[src/rtl/nco_phase_pkg.sv]
package nco_phase_pkg;
  typedef enum logic [1:0] {
    DITH_NONE = 2'd0,
    DITH_LFSR = 2'd1,
    DITH_PORT = 2'd2
  } dith_src_e;

  localparam int unsigned VLD_LAT = 2;
endpackage

[src/rtl/nco_phase_accum.sv]
module nco_phase_accum #(
  parameter int unsigned ACC_W = 16
) (
  input  logic             clk_i,
  input  logic             rst_ni,
  input  logic             clr_i,
  input  logic             adv_i,
  input  logic [ACC_W-1:0] inc_i,
  output logic [ACC_W-1:0] acc_o
);
  logic [ACC_W-1:0] acc_q;

  // clear wins over advance; addition wraps naturally
  always_ff @(posedge clk_i or negedge rst_ni) begin
    if (!rst_ni)    acc_q <= '0;
    else if (clr_i) acc_q <= '0;
    else if (adv_i) acc_q <= acc_q + inc_i;
  end

  assign acc_o = acc_q;
endmodule

[src/rtl/nco_dither_src.sv]
module nco_dither_src
  import nco_phase_pkg::*;
#(
  parameter dith_src_e          SRC       = DITH_LFSR,
  parameter int unsigned        DITHER_W  = 4,
  parameter int unsigned        LFSR_W    = 16,
  parameter logic [LFSR_W-1:0]  LFSR_POLY = 16'hB400,
  parameter logic [LFSR_W-1:0]  LFSR_SEED = 16'hACE1
) (
  input  logic                clk_i,
  input  logic                rst_ni,
  input  logic                adv_i,
  input  logic [DITHER_W-1:0] ext_i,
  output logic [DITHER_W-1:0] dith_o
);
  if (SRC == DITH_LFSR) begin : g_lfsr
    logic [LFSR_W-1:0] lfsr_q, lfsr_d;
    logic              unused_ext;

    // Galois form, right shift
    always_comb begin
      lfsr_d = {1'b0, lfsr_q[LFSR_W-1:1]};
      if (lfsr_q[0]) lfsr_d = lfsr_d ^ LFSR_POLY;
    end

    always_ff @(posedge clk_i or negedge rst_ni) begin
      if (!rst_ni)    lfsr_q <= LFSR_SEED;
      else if (adv_i) lfsr_q <= lfsr_d;
    end

    assign dith_o     = lfsr_q[DITHER_W-1:0];
    assign unused_ext = ^ext_i;
  end else if (SRC == DITH_PORT) begin : g_port
    logic unused_ctl;
    assign dith_o     = ext_i;
    assign unused_ctl = ^{clk_i, rst_ni, adv_i};
  end else begin : g_none
    logic unused_ctl;
    assign dith_o     = '0;
    assign unused_ctl = ^{clk_i, rst_ni, adv_i, ext_i};
  end
endmodule

[src/rtl/nco_phase_quant.sv]
module nco_phase_quant #(
  parameter int unsigned ACC_W    = 16,
  parameter int unsigned QUANT_W  = 12,
  parameter int unsigned DITHER_W = 4
) (
  input  logic                clk_i,
  input  logic                rst_ni,
  input  logic [ACC_W-1:0]    acc_i,
  input  logic [ACC_W-1:0]    ofs_i,
  input  logic [DITHER_W-1:0] dith_i,
  output logic [QUANT_W-1:0]  quant_o
);
  localparam int unsigned DROP_W = ACC_W - QUANT_W;

  logic [ACC_W-1:0]   sum;
  logic [QUANT_W-1:0] quant_q;
  logic [DROP_W-1:0]  unused_lsb;

  assign sum        = acc_i + ofs_i + {{(ACC_W-DITHER_W){1'b0}}, dith_i};
  assign unused_lsb = sum[DROP_W-1:0];

  // floor quantization: keep MSBs only
  always_ff @(posedge clk_i or negedge rst_ni) begin
    if (!rst_ni) quant_q <= '0;
    else         quant_q <= sum[ACC_W-1:DROP_W];
  end

  assign quant_o = quant_q;
endmodule

[src/rtl/nco_phase_front.sv]
module nco_phase_front
  import nco_phase_pkg::*;
#(
  parameter int unsigned       ACC_W         = 16,
  parameter int unsigned       QUANT_W       = 12,
  parameter int unsigned       DITHER_W      = 4,
  parameter dith_src_e         DITH_SRC      = DITH_LFSR,
  parameter bit                INC_FROM_PORT = 1'b1,
  parameter int unsigned       INC_VALUE     = 100,
  parameter int unsigned       LFSR_W        = 16,
  parameter logic [LFSR_W-1:0] LFSR_POLY     = 16'hB400,
  parameter logic [LFSR_W-1:0] LFSR_SEED     = 16'hACE1
) (
  input  logic                clk_i,
  input  logic                rst_ni,
  input  logic                clr_i,
  input  logic                vld_i,
  input  logic [ACC_W-1:0]    inc_i,
  input  logic [ACC_W-1:0]    ofs_i,
  input  logic [DITHER_W-1:0] dith_i,
  output logic [QUANT_W-1:0]  quant_o,
  output logic [ACC_W-1:0]    phase_o,
  output logic                vld_o
);
  logic [ACC_W-1:0]    inc_eff;
  logic [DITHER_W-1:0] dith_w;
  logic [VLD_LAT-1:0]  vld_pipe_q;

  if (INC_FROM_PORT) begin : g_inc_port
    assign inc_eff = inc_i;
  end else begin : g_inc_fixed
    logic unused_inc;
    assign inc_eff    = ACC_W'(INC_VALUE);
    assign unused_inc = ^inc_i;
  end

  nco_phase_accum #(.ACC_W(ACC_W)) u_accum (
    .clk_i (clk_i),
    .rst_ni(rst_ni),
    .clr_i (clr_i),
    .adv_i (vld_i),
    .inc_i (inc_eff),
    .acc_o (phase_o)
  );

  nco_dither_src #(
    .SRC      (DITH_SRC),
    .DITHER_W (DITHER_W),
    .LFSR_W   (LFSR_W),
    .LFSR_POLY(LFSR_POLY),
    .LFSR_SEED(LFSR_SEED)
  ) u_dither (
    .clk_i (clk_i),
    .rst_ni(rst_ni),
    .adv_i (vld_i),
    .ext_i (dith_i),
    .dith_o(dith_w)
  );

  nco_phase_quant #(
    .ACC_W   (ACC_W),
    .QUANT_W (QUANT_W),
    .DITHER_W(DITHER_W)
  ) u_quant (
    .clk_i  (clk_i),
    .rst_ni (rst_ni),
    .acc_i  (phase_o),
    .ofs_i  (ofs_i),
    .dith_i (dith_w),
    .quant_o(quant_o)
  );

  // one stage for the accumulator, one for the quantizer
  always_ff @(posedge clk_i or negedge rst_ni) begin
    if (!rst_ni) vld_pipe_q <= '0;
    else         vld_pipe_q <= {vld_pipe_q[VLD_LAT-2:0], vld_i};
  end

  assign vld_o = vld_pipe_q[VLD_LAT-1];
endmodule

[config.mk]
export PLATFORM = sky130hd
export DESIGN_NAME = nco_phase_front
export DESIGN_NICKNAME = d
export VERILOG_FILES = /design/src/rtl/nco_phase_pkg.sv /design/src/rtl/nco_phase_accum.sv /design/src/rtl/nco_dither_src.sv /design/src/rtl/nco_phase_quant.sv /design/src/rtl/nco_phase_front.sv
export SDC_FILE = /design/constraint.sdc
export NUM_CORES = 1
export LEC_CHECK = 0
export ABC_AREA = 1
export BUFFER_PORTS_ARGS = -buffer_cell sky130_fd_sc_hd__buf_2
export CORE_MARGIN = 2
export CORE_UTILIZATION = 50
export CTS_BUF_LIST = sky130_fd_sc_hd__clkbuf_4 sky130_fd_sc_hd__clkbuf_8
export DETAILED_ROUTE_END_ITERATION = 6
export PLACE_DENSITY_LB_ADDON = 0.2
export SYNTH_ARGS = -nofsm -noshare
export SYNTH_HDL_FRONTEND = slang
export SYNTH_SLANG_ARGS = --single-unit
[constraint.sdc]
create_clock -name clk_i -period 2.4 [get_ports clk_i]
set_input_delay 0.24 -clock clk_i [delete_from_list [all_inputs] [get_ports clk_i]]
set_output_delay 0.24 -clock clk_i [all_outputs]
set_load 0.05 [all_outputs]
==> Yosys cells after proc, flatten, opt, wreduce, memory -nomap -nowiden <==
Index checks and enable logic that the tools add are counted.
{ "totals": {"ff_bits": 46} }
{ "op_classes": {"add_sub_neg": 3, "mux": 3, "bitwise_logic": 1, "n_reduce_logical": 1} }
{ "ops": {"columns": ["operator", "count"], "rows": [
  ["$mux W16", 3],
  ["$add A16 B16 Y16", 2],
  ["$add A16 B4 Y16", 1],
  ["$not A3 Y4", 1],
  ["$reduce_bool A2 Y1", 1]
]} }

==> Longest topological paths before layout <==
Gate-level depths: netlist of the first run.
{ "logic_depth": {"ltp_word": 3, "mapped_depth": 12, "mapped_depth_nobuf": 12} }

==> Modules after synthesis <==
From an unflattened synthesis of the first run, not the netlist that was laid out.
{ "hier_totals": {"hier_cells": 504, "hier_area_um2": 3595.9} }
{ "modules_own_cells": {"columns": ["module", "instances", "cells_per_inst", "area_per_inst_um2", "seq_area_each_um2"], "rows": [
  ["nco_phase_accum", 1, 243, 1530.2, 400.4],
  ["nco_phase_quant", 1, 181, 1313.8, 300.3],
  ["nco_dither_src", 1, 78, 701.9, 410.4],
  ["nco_phase_front", 1, 2, 50.0, 50.0]
]} }

==> Worst setup path after synthesis of the first run <==
No wires, ideal clock.
{ "synth_timing": {"path_kind": "reg2reg", "from": "register u_accum.acc_q[3], in the netlist u_accum.acc_o[3]", "to": "register u_quant.quant_q[10], in the netlist u_quant.quant_o[10]", "arrival_time_ns": 2.209, "slack_ns": 0.074, "path_stages_with_launch": 13, "synth_period_minus_slack_ns": 2.326, "path_cell_list": "dfrtp_1 > inv_1 > fa_1 > inv_1 > ha_1 > a21oi_1 > nor2_1 > nor2_1 > nand2_1 > nand2_1 > nand2_1 > nand2_1 > nand2_1"} }
{ "synth_via": {"elab_chain_len": 2} }
{ "synth_rtl": {"columns": ["item", "line_no", "source"], "rows": [
  ["from (decl)", "nco_phase_accum.sv:11", "logic [ACC_W-1:0] acc_q;"],
  ["from (signal assigned)", "nco_phase_accum.sv:17", "else if (adv_i) acc_q <= acc_q + inc_i;"],
  ["$add A16 B16 Y16", "nco_phase_quant.sv:19", "assign sum = acc_i + ofs_i + {{(ACC_W-DITHER_W){1'b0}}, dith_i};"],
  ["$add A16 B4 Y16", "nco_phase_quant.sv:19", null],
  ["net u_quant.sum[14]", "nco_phase_quant.sv:15", "logic [ACC_W-1:0] sum;"],
  ["to (signal assigned)", "nco_phase_quant.sv:25", "else quant_q <= sum[ACC_W-1:DROP_W];"],
  ["to (decl)", "nco_phase_quant.sv:16", "logic [QUANT_W-1:0] quant_q;"]
]} }
The timed path passes the listed nets, and every way through them passes these cells.
A chain may end at the register's enable or synchronous reset.

==> Worst setup path after layout of the first run <==
Same ends and word-level chain as after synthesis.

==> flow_metrics.env, run 1 <==
export IMPL_status="completed"
export IMPL_synthesis_area_mm2=0.003508
export IMPL_cap_violations=0
export IMPL_setup_viol=0
export IMPL_ys_ff_latch=46
export IMPL_setup_slack_ps=226.1
export IMPL_cts_buffers=5
export IMPL_critPathSlowestCell="fa_1"
export IMPL_fmax_mhz=460.0
export IMPL_postCtsHoldBufs=0
export IMPL_worst_clock_skew_ps=10.60
export IMPL_cp_slowest_stage_delay_ps=500
export IMPL_power_leakage_nw=2.391
export IMPL_drc=0
export IMPL_ys_seq_area_share_pct=33.10
export IMPL_cp_startpoint="u_accum.acc_o[3]"
export IMPL_post_cts_buffers=0
export IMPL_drtIter0Drc=72
export IMPL_fin_setup_tns_ps=0
export IMPL_overflow=0
export IMPL_critPathLaunchType="flip-flop"
export IMPL_placement_cell_area_mm2=0.003940
export IMPL_cts_tree="built"
export IMPL_relSlewSlack_pct=37.86
export IMPL_final_cell_mix="nand2_1 (189), inv_1 (68), buf_2 (64), ha_1 (40), dfrtp_1 (38)"
export IMPL_cp_end_kind="flip-flop"
export IMPL_reg2reg_from="u_accum.acc_o[3]"
export IMPL_drt_total_wl_um=7259
export IMPL_path_buf_inv=2
export IMPL_vias_per_cell=4.879
export IMPL_dr_pass1_iters=4
export IMPL_path_max_fanout=4
export IMPL_yosys_area_top_type="dfrtp_1"
export IMPL_portBuffers=64
export IMPL_htreeDepth=2
export IMPL_min_path_type="input pin to async pin"
export IMPL_start_util_pct=51.64
export IMPL_die_h_um=87.77
export IMPL_grt_pass1_vias=2965
export IMPL_diodes=0
export IMPL_cts_resized=0
export IMPL_final_common_cell="nand2_1"
export IMPL_vias=3181
export IMPL_slew_violations=0
export IMPL_critical_path_class="flip-flop to flip-flop"
export IMPL_ys_types=36
export IMPL_pin_count=69
export IMPL_drtAntennaViolNets=0
export IMPL_grt_use_total_pct=20.61
export IMPL_yosysWarnings=0
export IMPL_die_area_mm2=0.007703
export IMPL_path_clk_slew_ps=80
export IMPL_cp_data_required_time_ps=2590
export IMPL_rows=30
export IMPL_syn_num_nets=571
export IMPL_finalHoldViolCount=0
export IMPL_pre_cts_slack_ps=280.2
export IMPL_post_dp_hpwl_um=5997
export IMPL_dieWidth_um=87.77
export IMPL_period_minus_slack_ps=2174
export IMPL_yosysTopAreaCellShare_pct=27.10
export IMPL_grt_pass1_wl_um=12820
export IMPL_grt_max_degree=46
export IMPL_rsz0062_at_grt="false"
export IMPL_worst_pin_slew_ps=932.1
export IMPL_syn2layout_area_growth_pct=15.55
export IMPL_postSynthCellCount=487
export IMPL_n_fill_cell=626
export IMPL_cts_path_max_buffers=2
export IMPL_cp_common_cell="nand2_1"
export IMPL_layout_drive_gt1_share_pct=17.63
export IMPL_ys_top_cells_by_area="dfrtp_1 (27%), nand2_1 (20%), ha_1 (14%), inv_1 (7.3%), dfstp_2 (6.0%)"
export IMPL_arrival_ps=2360
export IMPL_peakVddDrop_uv=312.1
export IMPL_gp_congestion=0.8782
export IMPL_wl_per_cell_um=11.13
export IMPL_seq_area_mm2=0.001161
export IMPL_final_area_mm2=0.004054
export IMPL_clock_latency_ps=300
export IMPL_cts_root_buf="clkbuf_8"
export IMPL_core_area_mm2=0.006794
export IMPL_syn_area_per_cell_um2=7.204
export IMPL_utilization_pct=59.67
export IMPL_nets=639
export IMPL_antenna_found_initial=0
export IMPL_final_period_utilization_pct=90.58
export IMPL_multi_input_area_mm2=0.002049
export IMPL_clock_sinks=46
export IMPL_r2r_setup_slack_ps=230
export IMPL_critPathTopFamily="adder cells"
export IMPL_powerDensity_mw_per_mm2=809.6
export IMPL_hold_worst_slack_ps=78.65
export IMPL_path_cells="inv_1, fa_1, inv_1, ha_1, a21oi_1, nor2_1, nor2_1, nand2_1, nand2_1, nand2_1, nand2_1, nand2_1"
==> path summary, 6_finish.rpt <==
kind,cells past startpoint,end
min in group clk_i,1,vld_pipe_q[0]
max in group asynchronous,2,u_dither.g_lfsr.lfsr_q[6]
min reg2reg,0,vld_pipe_q[1]
max,12,u_quant.quant_o[10]
max reg2reg,12,u_quant.quant_o[10]
min,1,u_dither.g_lfsr.lfsr_q[12]
==> final cells by class <==
class	instances	area share (%)
timing repair buffer	67	8.457
clock buffer	6	1.883
inverter	71	6.574
clock inverter	2	0.9259
tap	96	2.963
multi-input combinational	364	50.56
sequential	46	28.64
==> synthesized netlist by cell type, drive strengths merged <==
cell,n
a21o,2
a21oi,19
fa,4
dfrtp,38
nor2,21
xor2,5
nor3,4
buf,5
nand2,193
nand4,3
o21ai,16
o22ai,1
nand3,33
nor4,2
or2,2
o21bai,1
xnor2,10
ha,40
dfstp,8
clkbuf,1
a22o,1
a31oi,2
nand3b,3
and3,1
and2,1
inv,71
==> power breakdown <==
group / leakage (nW) / internal [mW] / switching, mW
logic: 1.77 / 0.491 / 1.10
registers: 0.566 / 1.00 / 0.116
clock network: 0.0548 / 0.322 / 0.245
==> state kept, by name (all words and copies together), names as in the netlist <==
register / count
u_quant.quant_o: 12
u_dither.g_lfsr.lfsr_q: 16
vld_pipe_q: 2
u_accum.acc_o: 16
==> cells by family (layout without fill, tap and decap cells) <==
kind of cell	count (synthesis)	in the layout	share of synthesized area (%)
AOI/OAI and AO/OA	42	42	6.669
xor gates and xnor gates	15	15	3.744
adders and majority gates	44	44	16.55
buffers and inverters	77	146	8.488
DFF	46	46	33.10
and+or+nand+nor	263	263	31.46
==> per-layer routing <==
layer  vias up  wire [um]  global-route usage (%)
met4         0         63                   5.874
met1      1440       3416                   26.92
met5         -          0                       0
li1       1672          -                       -
met2        63       3491                   35.88
met3         6        288                   2.545
==> through the flow <==
stage	power, mW	std cells
2_1_floorplan	2.361	487
3_3_place_gp	2.708	644
3_5_place_dp	2.732	644
4_1_cts	3.312	652
5_1_grt	3.546	652
6_report	3.282	652
Power figures use the tool's default switching activity.
==> inputs of run 2 (changes only) <==
CORE_UTILIZATION = 45   (was 50)
==> flow_metrics.env, run 2 (same netlist as run 1, synthesis figures left out) <==
export IMPL_setup_viol=0
export IMPL_top_layer="met4"
export IMPL_min_to="vld_pipe_q[0]"
export IMPL_met2WireLength_um=3613
export IMPL_pin_count=69
export IMPL_pre_cts_slack_ps=265.3
export IMPL_path_clk_slew_ps=90
export IMPL_die_h_um=92.30
export IMPL_rsz0062_at_grt="false"
export IMPL_antenna_found_initial=0
export IMPL_powerDensity_mw_per_mm2=787.0
export IMPL_cts_path_max_buffers=2
export IMPL_die_area_mm2=0.008518
export IMPL_setup_slack_ps=262.7
export IMPL_overflow=0
export IMPL_wl_met3_um=252
export IMPL_wl_per_cell_um=11.37
export IMPL_critPathLaunchType="flip-flop"
export IMPL_nets=640
export IMPL_utilization_pct=52.93
export IMPL_path_max_fanout=4
export IMPL_rows=32
export IMPL_total_power_mw=3.186
export IMPL_final_area_mm2=0.004048
export IMPL_syn2layout_area_growth_pct=15.37
export IMPL_clock_latency_ps=300
export IMPL_period_minus_slack_ps=2137
export IMPL_dieWidth_um=92.30
export IMPL_cts_tree="built"
export IMPL_placement_cell_area_mm2=0.003948
export IMPL_final_cell_mix="nand2_1 (189), inv_1 (68), buf_2 (64), ha_1 (40), dfrtp_1 (38)"
export IMPL_grt_use_total_pct=19.05
export IMPL_cts_resized=0
export IMPL_finalHoldViolCount=0
export IMPL_reg2reg_from="u_accum.acc_o[3]"
export IMPL_cp_data_required_time_ps=2600
export IMPL_n_fill_cell=761
export IMPL_fin_setup_tns_ps=0
export IMPL_arrival_ps=2340
export IMPL_vias=3170
export IMPL_final_common_cell="nand2_1"
export IMPL_relSlewSlack_pct=71.52
export IMPL_drtIter0Drc=65
export IMPL_power_leakage_nw=2.384
export IMPL_diodes=0
export IMPL_cp_end_kind="flip-flop"
export IMPL_grt_max_degree=29
export IMPL_gp_congestion=0.8749
export IMPL_critical_path_class="flip-flop to flip-flop"
export IMPL_drt_total_wl_um=7492
export IMPL_fmax_mhz=467.9
export IMPL_htreeDepth=2
export IMPL_worst_pin_slew_ps=427.2
export IMPL_dr_pass1_iters=4
export IMPL_slew_violations=0
export IMPL_cts_root_buf="clkbuf_8"
export IMPL_start_util_pct=45.88
export IMPL_final_period_utilization_pct=89.05
export IMPL_clock_sinks=46
export IMPL_min_path_type="input pin to flip-flop"
export IMPL_peakVddDrop_uv=243.6
export IMPL_min_from="vld_i"
export IMPL_cts_buffers=5
export IMPL_status="completed"
export IMPL_cap_violations=0
export IMPL_r2r_cells=12
export IMPL_grt_pass1_vias=3027
export IMPL_drc=0
export IMPL_core_area_mm2=0.007647
export IMPL_r2r_setup_slack_ps=260
export IMPL_holdPathStages=1
export IMPL_post_dp_hpwl_um=6149
export IMPL_wl_met1_um=3516
export IMPL_portBuffers=64
export IMPL_grt_pass1_wl_um=13220
export IMPL_worst_clock_skew_ps=5.862
export IMPL_vias_per_cell=4.810
export IMPL_drtAntennaViolNets=0
export IMPL_layout_drive_gt1_share_pct=17.59
export IMPL_r2r_end="u_quant.quant_o[10]"
run 2: where the power goes:
group | internal, mW | switching (mW)
registers | 1.00 | 0.119
logic | 0.489 | 1.10
clock network | 0.205 | 0.266
total | 1.70 | 1.49
run 2: area by class of cell:
type	count	area, um^2	share of cell area, %
Clock buffer	5	68.82	1.700
Multi-Input combinational cell	364	2049	50.63
Timing Repair Buffer	68	352.8	8.717
Sequential cell	46	1161	28.69
Clock inverter	3	21.27	0.5255
Inverter	71	266.5	6.584
Tap cell	102	127.6	3.153
run 2: critical path, cell delays in order, from the launching register on:
cell and delay (ps):
dfrtp_1 390, inv_1 90, fa_1 500, inv_1 40, ha_1 330, a21oi_1 180, nor2_1 60, nor2_1 80
nand2_1 120, nand2_1 100, nand2_1 50, nand2_1 50, nand2_1 40
run 2: worst max path at each step:
| stage | start | end | depth (start not counted) |
|---|---|---|---|
| after floorplan | u_accum.acc_o[3] | u_quant.quant_o[10] | 12 |
| final | u_accum.acc_o[3] | u_quant.quant_o[10] | 12 |
| after global placement | u_accum.acc_o[3] | u_quant.quant_o[10] | 12 |
| after global routing | u_accum.acc_o[3] | u_quant.quant_o[10] | 12 |
| after CTS | u_accum.acc_o[3] | u_quant.quant_o[10] | 12 |
| after detailed placement | u_accum.acc_o[3] | u_quant.quant_o[10] | 12 |
run 2: stage by stage:
stage / instances / hold WS, ps
after floorplan: 487 / -55.59
after global placement: 650 / 201.3
after detailed placement: 650 / 206.9
after CTS: 659 / 206.3
after global routing: 659 / 215.8
final: 659 / 209.6
run 2: timing repair:
item	in CTS	in global routing
endpoints found under the hold margin	18	0
setup endpoints to repair	0	0
buffers inserted	0	0
hold buffers	1	0
run 2: routing by layer:
| layer | vias up | GRT usage [%] |
|---|---|---|
| met5 | - | 0 |
| met4 | 0 | 4.726 |
| met3 | 8 | 2.522 |
| met1 | 1427 | 24.66 |
| met2 | 60 | 33.82 |
| li1 | 1675 | - |
==> inputs of run 3 (changes only) <==
CORE_ASPECT_RATIO = 0.8   (was unset)
==> flow_metrics.env, run 3 (same netlist as run 1, synthesis figures left out) <==
export IMPL_finalHoldViolCount=0
export IMPL_die_area_mm2=0.008523
export IMPL_wl_per_cell_um=11.84
export IMPL_portBuffers=64
export IMPL_core_area_mm2=0.007462
export IMPL_relSlewSlack_pct=34.17
export IMPL_rows=28
export IMPL_peakVddDrop_uv=365.5
export IMPL_nets=638
export IMPL_slew_violations=0
export IMPL_critPathTopFamily="adder cells"
export IMPL_path_max_fanout=4
export IMPL_crit_cells=12
export IMPL_cts_buffers=5
export IMPL_period_minus_slack_ps=2186
export IMPL_power_switching_mw=1.523
export IMPL_n_fill_cell=741
export IMPL_power_leakage_nw=2.372
export IMPL_dr_pass1_iters=4
export IMPL_critPathLaunchType="flip-flop"
export IMPL_clock_sinks=46
export IMPL_setup_slack_ps=214.1
export IMPL_arrival_ps=2380
export IMPL_critPathCapture="u_quant.quant_o[6]"
export IMPL_final_common_cell="nand2_1"
export IMPL_worst_pin_slew_ps=987.5
export IMPL_r2r_end="u_quant.quant_o[6]"
export IMPL_dieWidth_um=102.7
export IMPL_start_util_pct=47.02
export IMPL_setup_viol=0
export IMPL_path_buf_inv=2
export IMPL_min_path_type="input pin to async pin"
export IMPL_cap_violations=0
export IMPL_r2r_cells=12
export IMPL_critical_path_class="flip-flop to flip-flop"
export IMPL_vias=3187
export IMPL_internal_power_mw=1.702
export IMPL_p_clk_share_pct=15.3
export IMPL_diodes=0
export IMPL_fmax_mhz=457.5
export IMPL_fin_setup_tns_ps=0
export IMPL_grt_use_total_pct=20.03
export IMPL_gp_congestion=0.8689
export IMPL_critPathSlowestCell="fa_1"
export IMPL_status="completed"
export IMPL_antenna_found_initial=0
export IMPL_post_dp_hpwl_um=6302
export IMPL_postCtsHoldBufs=0
export IMPL_path_cells="inv_1, fa_1, inv_1, ha_1, a21oi_1, nor2_1, nor2_1, nand2_1, nand2_1, nand2_1, nand2_1, nand2_1"
export IMPL_cts_resized=0
export IMPL_post_cts_buffers=0
export IMPL_layout_drive_gt1_share_pct=17.48
export IMPL_cts_path_max_buffers=2
export IMPL_grt_pass1_vias=3153
export IMPL_swShare_pct=47.23
export IMPL_combPwrFrac_pct=49.8
export IMPL_die_h_um=82.98
export IMPL_pin_count=69
export IMPL_drtAntennaViolNets=0
export IMPL_grt_pass1_wl_um=13900
export IMPL_powerDensity_mw_per_mm2=799.1
export IMPL_cp_common_cell="nand2_1"
export IMPL_cp_end_kind="flip-flop"
export IMPL_vias_per_cell=4.829
export IMPL_final_cell_mix="nand2_1 (189), inv_1 (68), buf_2 (64), ha_1 (40), dfrtp_1 (38)"
export IMPL_overflow=0
export IMPL_final_period_utilization_pct=91.08
export IMPL_cp_slowest_stage_delay_ps=500
export IMPL_cp_startpoint="u_accum.acc_o[3]"
export IMPL_path_clk_slew_ps=90
export IMPL_syn2layout_area_growth_pct=15.05
export IMPL_p_seq_share_pct=34.9
export IMPL_r2r_setup_slack_ps=210
export IMPL_total_power_mw=3.225
export IMPL_cts_root_buf="clkbuf_8"
export IMPL_grt_max_degree=47
export IMPL_drtIter0Drc=130
export IMPL_cts_tree="built"
export IMPL_clock_latency_ps=310
export IMPL_cp_data_required_time_ps=2600
export IMPL_rsz0062_at_grt="false"
export IMPL_pre_cts_slack_ps=278.8
export IMPL_drt_total_wl_um=7817
export IMPL_htreeDepth=2
export IMPL_drc=0
export IMPL_hold_worst_slack_ps=85.84
export IMPL_reg2reg_from="u_accum.acc_o[3]"
export IMPL_worst_clock_skew_ps=11.43
run 3: cell types whose count changed in the layout (fill, tap and decap cells not counted):
cell / before / now
buf_4: 3 / 2
clkinv_4: 1 / 0
dlygate4sd3_1: 1 / 0
inv_6: 0 / 1
clkinv_2: 1 / 0
clkinvlp_4: 1 / 2
run 3: final cells by class:
| type | count | area, um^2 | area share [%] |
|---|---|---|---|
| multi-input cells | 364 | 2049 | 50.78 |
| flip-flops and latches | 46 | 1161 | 28.77 |
| repair buffers | 66 | 335.3 | 8.308 |
| inverters | 71 | 266.5 | 6.603 |
| well taps | 105 | 131.4 | 3.255 |
| clock buffers | 5 | 68.82 | 1.705 |
| clock inverters | 3 | 23.77 | 0.5890 |
run 3: per-layer routing:
layer	global-route usage (%)	part of all wire, %	vias up
met5	0	0	-
met4	7.273	2.0	0
met3	2.104	4.0	13
met2	31.97	45	74
met1	27.92	49	1429
li1	-	-	1671
run 3: how the worst min path moves through the flow:
stage	to	slack, ps	from	cells past startpoint
after floorplan	u_accum.acc_o[0]	-60	rst_ni	0
after global placement	vld_pipe_q[1]	330	vld_pipe_q[0]	0
after detailed placement	vld_pipe_q[1]	340	vld_pipe_q[0]	0
after CTS	u_accum.acc_o[0]	120	rst_ni	1
after global routing	u_dither.g_lfsr.lfsr_q[1]	190	rst_ni	1
final	u_accum.acc_o[0]	90	rst_ni	1
run 3: power by group through the flow:
stage / sequential [mW] / clock (mW) / combinational (mW)
global placement: 1.13 / 0 / 1.57
CTS: 1.13 / 0.512 / 1.61
global route: 1.15 / 0.531 / 1.80
floorplan: 1.53 / 0 / 0.829
finish: 1.13 / 0.495 / 1.61
detailed placement: 1.14 / 0 / 1.60
run 3: through the flow:
step,std cells,cell area (um^2),util [%]
after global routing,660,4036,54.09
after detailed placement,652,3944,52.85
after CTS,660,4036,54.09
final,660,4036,54.09
after global placement,652,3944,52.85
after floorplan,487,3508,-
